--- src/rtl/adc_sar_pkg.sv ---
package adc_sar_pkg;

    typedef enum logic [1:0] {
        ST_IDLE  = 2'd0,
        ST_TRIAL = 2'd1,
        ST_PUSH  = 2'd2
    } ctrl_state_e;

    // Cycles one trial code is held: 2^dac_w * (f + 1).
    function automatic int unsigned step_cycles(int unsigned dac_w, int unsigned f);
        return (32'd1 << dac_w) * (f + 32'd1);
    endfunction

endpackage

--- src/rtl/adc_sync2.sv ---
module adc_sync2 #(
    parameter int STAGES = 2
) (
    input  logic clk_i,
    input  logic rst_i,
    input  logic d_i,
    output logic q_o
);
    logic [STAGES-1:0] chain_q;

    genvar s;
    generate
        for (s = 0; s < STAGES; s++) begin : g_stage
            if (s == 0) begin : g_first
                always_ff @(posedge clk_i) begin
                    if (rst_i) chain_q[s] <= 1'b0;
                    else       chain_q[s] <= d_i;
                end
            end else begin : g_rest
                always_ff @(posedge clk_i) begin
                    if (rst_i) chain_q[s] <= 1'b0;
                    else       chain_q[s] <= chain_q[s-1];
                end
            end
        end
    endgenerate

    assign q_o = chain_q[STAGES-1];
endmodule

--- src/rtl/adc_step_timer.sv ---
module adc_step_timer #(
    parameter int DAC_W  = 9,
    parameter int FSTM_W = 4
) (
    input  logic              clk_i,
    input  logic              rst_i,
    input  logic              load_i,   // start of conversion: clear and capture F
    input  logic              run_i,    // count while the search is active
    input  logic [FSTM_W-1:0] fstm_i,
    output logic              last_o    // final cycle of the current step
);
    localparam logic [DAC_W-1:0] SUB_MAX = {DAC_W{1'b1}};

    logic [DAC_W-1:0]  sub_q;
    logic [FSTM_W-1:0] rep_q;
    logic [FSTM_W-1:0] f_q;
    logic              sub_wrap;

    assign sub_wrap = (sub_q == SUB_MAX);
    assign last_o   = run_i && sub_wrap && (rep_q == f_q);

    always_ff @(posedge clk_i) begin
        if (rst_i) begin
            sub_q <= '0;
            rep_q <= '0;
            f_q   <= '0;
        end else if (load_i) begin
            sub_q <= '0;
            rep_q <= '0;
            f_q   <= fstm_i;
        end else if (run_i) begin
            sub_q <= sub_q + 1'b1;
            if (sub_wrap) begin
                if (rep_q == f_q) rep_q <= '0;
                else              rep_q <= rep_q + 1'b1;
            end
        end
    end
endmodule

--- src/rtl/adc_trial_reg.sv ---
module adc_trial_reg #(
    parameter int DAC_W = 9,
    parameter int IDX_W = (DAC_W > 1) ? $clog2(DAC_W) : 1
) (
    input  logic             clk_i,
    input  logic             rst_i,
    input  logic             load_i,    // reset the search to mid-scale
    input  logic             decide_i,  // settle bit idx_i from keep_i
    input  logic [IDX_W-1:0] idx_i,
    input  logic             keep_i,
    output logic [DAC_W-1:0] trial_o,
    output logic [DAC_W-1:0] trial_next_o
);
    logic [DAC_W-1:0] trial_q;

    genvar b;
    generate
        for (b = 0; b < DAC_W; b++) begin : g_bit
            always_comb begin
                if (load_i) begin
                    trial_next_o[b] = (b == DAC_W - 1);
                end else if (decide_i && (int'(idx_i) == b)) begin
                    trial_next_o[b] = keep_i;
                end else if (decide_i && (int'(idx_i) == b + 1)) begin
                    trial_next_o[b] = 1'b1;
                end else begin
                    trial_next_o[b] = trial_q[b];
                end
            end
        end
    endgenerate

    always_ff @(posedge clk_i) begin
        if (rst_i) trial_q <= '0;
        else       trial_q <= trial_next_o;
    end

    assign trial_o = trial_q;
endmodule

--- src/rtl/adc_sar_ctrl.sv ---
module adc_sar_ctrl
    import adc_sar_pkg::*;
#(
    parameter int DAC_W  = 9,
    parameter int FSTM_W = 4
) (
    input  logic               clk_i,
    input  logic               rst_i,
    input  logic               en_i,
    input  logic [FSTM_W-1:0]  fstm_i,
    input  logic               agtr_i,
    output logic [DAC_W-1:0]   dac_in_o,
    output logic               sample_o,
    output logic [DAC_W-2:0]   result_o,
    output logic               push_o
);
    localparam int RES_W = DAC_W - 1;
    localparam int IDX_W = (DAC_W > 1) ? $clog2(DAC_W) : 1;
    localparam logic [IDX_W-1:0] IDX_TOP = IDX_W'(DAC_W - 1);

    ctrl_state_e state_q, state_d;

    logic             agtr_s;
    logic             step_last;
    logic             load;
    logic             run;
    logic             decide;
    logic             final_bit;
    logic [IDX_W-1:0] idx_q;
    logic [DAC_W-1:0] trial;
    logic [DAC_W-1:0] trial_next;
    logic [RES_W-1:0] result_q;

    adc_sync2 #(.STAGES(2)) u_sync (
        .clk_i (clk_i),
        .rst_i (rst_i),
        .d_i   (agtr_i),
        .q_o   (agtr_s)
    );

    adc_step_timer #(.DAC_W(DAC_W), .FSTM_W(FSTM_W)) u_timer (
        .clk_i  (clk_i),
        .rst_i  (rst_i),
        .load_i (load),
        .run_i  (run),
        .fstm_i (fstm_i),
        .last_o (step_last)
    );

    adc_trial_reg #(.DAC_W(DAC_W), .IDX_W(IDX_W)) u_trial (
        .clk_i        (clk_i),
        .rst_i        (rst_i),
        .load_i       (load),
        .decide_i     (decide),
        .idx_i        (idx_q),
        .keep_i       (agtr_s),
        .trial_o      (trial),
        .trial_next_o (trial_next)
    );

    assign final_bit = (idx_q == '0);

    // State register
    always_ff @(posedge clk_i) begin
        if (rst_i) state_q <= ST_IDLE;
        else       state_q <= state_d;
    end

    // Next state
    always_comb begin
        state_d = state_q;
        unique case (state_q)
            ST_IDLE:  if (en_i) state_d = ST_TRIAL;                  // idle_to_trial
            ST_TRIAL: if (step_last && final_bit) state_d = ST_PUSH; // trial_to_push
            ST_PUSH:  state_d = en_i ? ST_TRIAL : ST_IDLE;           // push_to_trial / push_to_idle
            default:  state_d = ST_IDLE;
        endcase
    end

    // Outputs and controls per state
    always_comb begin
        sample_o = 1'b0;
        push_o   = 1'b0;
        load     = 1'b0;
        run      = 1'b0;
        decide   = 1'b0;
        unique case (state_q)
            ST_IDLE: begin
                load = en_i;
            end
            ST_TRIAL: begin
                sample_o = 1'b1;
                run      = 1'b1;
                decide   = step_last;
            end
            ST_PUSH: begin
                push_o = 1'b1;
                load   = en_i;
            end
            default: begin
                load = 1'b0;
            end
        endcase
    end

    // Bit index walks from the MSB down
    always_ff @(posedge clk_i) begin
        if (rst_i)                        idx_q <= '0;
        else if (load)                    idx_q <= IDX_TOP;
        else if (decide && !final_bit)    idx_q <= idx_q - 1'b1;
    end

    // Result keeps the upper bits of the finished trial code
    always_ff @(posedge clk_i) begin
        if (rst_i)                      result_q <= '0;
        else if (decide && final_bit)   result_q <= trial_next[DAC_W-1:1];
    end

    assign dac_in_o = trial;
    assign result_o = result_q;
endmodule

--- config.mk ---
export PLATFORM = sky130hd
export DESIGN_NAME = adc_sar_ctrl
export DESIGN_NICKNAME = d
export VERILOG_FILES = /design/src/rtl/adc_sar_pkg.sv /design/src/rtl/adc_sync2.sv /design/src/rtl/adc_step_timer.sv /design/src/rtl/adc_trial_reg.sv /design/src/rtl/adc_sar_ctrl.sv
export SDC_FILE = /design/constraint.sdc
export NUM_CORES = 1
export LEC_CHECK = 0
export ABC_AREA = 1
export BUFFER_PORTS_ARGS = -buffer_cell sky130_fd_sc_hd__buf_2
export CORE_AREA = 2 2 63 65
export DETAILED_ROUTE_END_ITERATION = 6
export DIE_AREA = 0 0 65 67
export PLACE_DENSITY = 0.75
export SLEW_MARGIN = 20
export SYNTH_ARGS = -nofsm -noshare
export SYNTH_HDL_FRONTEND = slang
export SYNTH_SLANG_ARGS = --single-unit
export TNS_END_PERCENT = 30
--- constraint.sdc ---
create_clock -name clk_i -period 4.81 [get_ports clk_i]
set_input_delay 1.2025 -clock clk_i [delete_from_list [all_inputs] [get_ports clk_i]]
set_output_delay 1.2025 -clock clk_i [all_outputs]
set_load 0.05 [all_outputs]
=== After elaboration in Yosys (flattened, before gate mapping) ===
Cells that the tools add are included.

* Register bits after elaboration: 42
* Output and inout bits: 19

* Reduce and logical (&&, ||, !) cells: 25
* Mux-type cells: 37
* Add/sub/neg operators: 3
* Eq/ne operators: 15

{| class="wikitable"
|+ Operators by type and width
! kind !! number
|-
| $mux W1 || 31
|-
| $eq A4 B4 Y1 const B || 6
|-
| $logic_and A1 B1 Y1 || 15
|-
| $mux W4 || 3
|-
| $add A9 B1 Y9 const B || 1
|-
| $eq A9 B9 Y1 const B || 1
|-
| $eq A4 B3 Y1 const B || 2
|-
| $logic_not A4 Y1 || 2
|-
| $pmux W2 S3 || 1
|-
| $add A4 B1 Y4 const B || 1
|-
| $eq A4 B2 Y1 const B || 1
|-
| $eq A4 B4 Y1 || 1
|-
| $mux W2 || 2
|-
| $ne A2 B2 Y1 const B || 2
|-
| $reduce_and A2 Y1 || 2
|-
| $reduce_bool A2 Y1 || 2
|-
| $reduce_or A2 Y1 || 2
|-
| $sub A4 B1 Y4 const B || 1
|-
| $eq A2 B1 Y1 const B || 1
|-
| $eq A2 B2 Y1 const B || 1
|-
| $logic_not A2 Y1 || 1
|-
| $logic_not A1 Y1 || 1
|}

=== Longest topological paths before layout ===
* Word-level depth: 9
* Depth in mapped cells: 12
* Gate-level depth less buffers: 12

=== By module ===
A second synthesis with hierarchy kept.

* Cells, all modules: 311
* Area total of the unflattened synthesis: 2102.0 um^2

{| class="wikitable"
|+ Modules (own cells, without submodules)
! module !! cells an instance !! instances !! area each (um^2) !! sequential area each (um^2)
|-
| adc_step_timer || 121 || 1 || 848.3 || 340.3
|-
| adc_sar_ctrl || 87 || 1 || 613.1 || 280.3
|-
| adc_trial_reg || 97 || 1 || 585.6 || 180.2
|-
| adc_sync2 || 6 || 1 || 55.1 || 40.0
|}

=== Worst setup path after synthesis ===
Ideal clock, no wire load.

* Path kind: reg2out
* From: register state_q[1]
* To: output push_o
* Arrival: 999 ps
* Setup slack: 2608 ps
* Data required time: 3608 ps
* Cell stages (with the launch flop): 3
* Buffers on the path: 0
* Cells stage by stage: dfxtp_1 inv_1 nor2_1

* Word-level cells in the longest chain between the ends: 2

{| class="wikitable"
|+ RTL lines
! element !! RTL line !! RTL
|-
| start: declaration || adc_sar_ctrl.sv:21 || <nowiki>ctrl_state_e state_q, state_d;</nowiki>
|-
| start signal: assignment || adc_sar_ctrl.sv:66 || <nowiki>else state_q <= state_d;</nowiki>
|-
| $eq A2 B2 Y1 || adc_sar_ctrl.sv:87 || <nowiki>unique case (state_q)</nowiki>
|-
| $mux W1 || adc_sar_ctrl.sv:87 ||
|-
| end: declaration || adc_sar_ctrl.sv:15 || <nowiki>output logic push_o</nowiki>
|}

No other way between the ends.

=== Final worst setup path ===
* From: register state_q[0]
* To: output sample_o

* Word-level cells in the longest chain between the ends: 2

{| class="wikitable"
|+ RTL lines
! element !! RTL line !! RTL
|-
| $eq A2 B1 Y1 || adc_sar_ctrl.sv:87 ||
|-
| $mux W1 || adc_sar_ctrl.sv:87 ||
|-
| end: declaration || adc_sar_ctrl.sv:13 || <nowiki>output logic sample_o,</nowiki>
|}

No other way between the ends.

==> results.toml <==
[final_layout]
design_area_um2 = 2349
drive_gt1_share_pct = 20.67
layout.nets = 315
final_cells = 348
antenna_cells = 0
synthToLayoutAreaGrowth_pct = 12.26

[global_route]
grt_pass1_wl_mm = 7.279
grt_pass1_vias = 1580
overflow = 0
gr-usage-all-layers_pct = 22.05
antenna_found_initial = 0
grt_max_degree = 19

[die]
die-area_um2 = 4355
die_x_um = 65
io_pins = 27
fp.coreArea_um2 = 3606
start_util_pct = 58.02
rows = 22
die_h_um = 67

[setup_path]
crit_type = "flip-flop to output pin"
worstPathArrival_ns = 1.19
endpoint_kind = "output pin"
setup.worst_path.start_class = "flip-flop"
cp.required_ns = 3.61
critPathMaxFanout = 9

[synthesis]
ys.flop_type = "dfxtp_1"
synthTopCellsByArea = "dfxtp_1 (40%), nor2_1 (7.9%), nand2_1 (6.3%)"
synth_edf_count = 0
synth-async-reset-ratio_pct = 0
yosys-top-cells-count = "nor2_1 (44), dfxtp_1 (42), nand2_1 (35)"
yosysUniqueCellTypes = 36
syn_area_um2 = 2092
synth_cells = 273
yosysTopAreaCell = "dfxtp_1"
ys_warn_count = 0
synth_top_area_share_pct = 40.19
synth_fp_nets = 289
ys_seq_area_share_pct = 40.19
yosys_register_bits = 42
synth_most_common_cell = "nor2_1"
avgSynthCellArea_um2 = 7.663

[timing]
fin_crit_sh_pct = 49.76
hold_viol = 0
min_period_ns = 2.394
finClkSkew_ns = 0.009313
fmax_ghz = 0.4178
finalSetupViolCount = 0
slew_violations = 0
max-slew-margin-rel_pct = 74.67
finalSetupTns_ns = 0
rsz0062_at_grt = "no"
tightest_slew_ns = 0.3796
worst_slack_ns = 2.416

[place]
dp_hpwl_mm = 2.950
dp_cells = 340
pre_cts_ws_ns = 2.407
routabilityCongestion = 0.8211
io_buffers = 26
place_area_um2 = 2238

[clock_tree]
cts-hold-fix-buffers = 0
cts-root-buf = "clkbuf_8"
cts_tree = "built"
cts_max_level = 2
cts_buffers = 5
clk_pin_slew_worst_paths_ns = 0.08
cts_sinks = 42
clockBufferDepth = 2
clkLatencyLatePin_ns = 0.30
post_cts_resized = 0
post_cts_buffers = 0

[drt]
drt_iter0_markers = 114
vias_per_cell = 5.078
route.antenna.remaining_nets = 0
dr.pass1.iters = 4
vias = 1767
wire_per_inst_um = 11.86
routed_wirelength_mm = 4.129
drc_errors = 0

[flow_run]
cap_violations = 0

[status]
status = "completed"

[power_and_ir_drop]
p_per_area_nw_per_um2 = 295.2
ir_drop_uv = 194.1
leakagePower_nw = 1.048

[worst_hold_path]
hold_class = "flip-flop to flip-flop"
==> path summary, 6_finish.rpt <==
kind | startpoint | to | slack (ns) | depth (start not counted)
setup / recovery | state_q[0]$_SDFFE_PP0P_ | sample_o | 2.42 | 3
hold / removal | u_sync.chain_q[0]$_SDFF_PP0_ | u_sync.q_o$_SDFF_PP0_ | 0.42 | 2
setup reg to reg | u_timer.sub_q[1]$_SDFFE_PP0N_ | state_q[0]$_SDFFE_PP0P_ | 2.64 | 11
hold reg to reg | u_sync.chain_q[0]$_SDFF_PP0_ | u_sync.q_o$_SDFF_PP0_ | 0.42 | 2
==> flip-flops by register name, summed over array words and instances (netlist names) <==
name and count:
u_sync.q_o 1, state_q 2, result_o 8, u_trial.trial_o 9
u_sync.chain_q 1, u_timer.f_q 4, u_timer.sub_q 9, u_timer.rep_q 4
idx_q 4
==> metal layers <==
metal	up-vias	global-route usage [%]	share of wire, %
li1	934	-	-
met1	792	28.23	49
met2	35	34.79	45
met3	6	5.743	4.7
met4	0	9.840	1.6
met5	-	0	0
==> where the power goes <==
part           internal [W]  switching, W
Sequential         0.000353    0.00000476
Combinational     0.0000175     0.0000412
Clock              0.000155      0.000122
==> layout by cell type, fill, tap and decap left out, types with 2 or more instances in the layout <==
| cell | n |
|---|---|
| a21oi_1 | 21 |
| inv_2 | 7 |
| inv_1 | 29 |
| nand3b_1 | 8 |
| ha_1 | 8 |
| nor2_8 | 3 |
| nor3_1 | 8 |
| nand4_1 | 9 |
| o21ai_0 | 12 |
| nor2_1 | 44 |
| nand2_4 | 3 |
| nand2_2 | 5 |
| o21ai_1 | 2 |
| buf_2 | 26 |
| nand2_1 | 35 |
| a21oi_2 | 3 |
| clkbuf_8 | 5 |
| dfxtp_1 | 42 |
| nand3_1 | 11 |
==> cells by family after synthesis <==
group / count (synthesis) / share of synthesized area (%)
adder cells (fa/ha/maj): 8 / 4.785
flip-flops: 42 / 40.19
XOR/XNOR: 2 / 0.8375
AO/OA/AOI/OAI: 43 / 11.54
buffers and inverters: 45 / 9.210
AND/OR/NAND/NOR: 133 / 33.43
==> cell type report <==
cell class | instances | area, µm²
clock buffer | 6 | 72.57
clock inverter | 2 | 37.54
fill | 345 | 1257
inverter | 37 | 141.4
multi-input combinational | 186 | 1059
sequential | 42 | 840.8
tap | 48 | 60.06
timing repair buffer | 27 | 137.6
==> critical path, stage by stage, from the launching register on <==
cell	delay, ns
dfxtp_1	0.41
nand2_4	0.12
inv_4	0.10
buf_2	0.26
==> through the flow <==
step           utilization, %  hold slack, ns  total power [W]
2_1_floorplan               -          0.3883        0.0004113
3_3_place_gp            62.07          0.3945        0.0004240
3_5_place_dp            62.07          0.4114        0.0004251
4_1_cts                 65.13          0.4228        0.0006991
5_1_grt                 65.13          0.4410        0.0007235
6_report                65.13          0.4223        0.0006933
(Power assumes the default switching activity.)
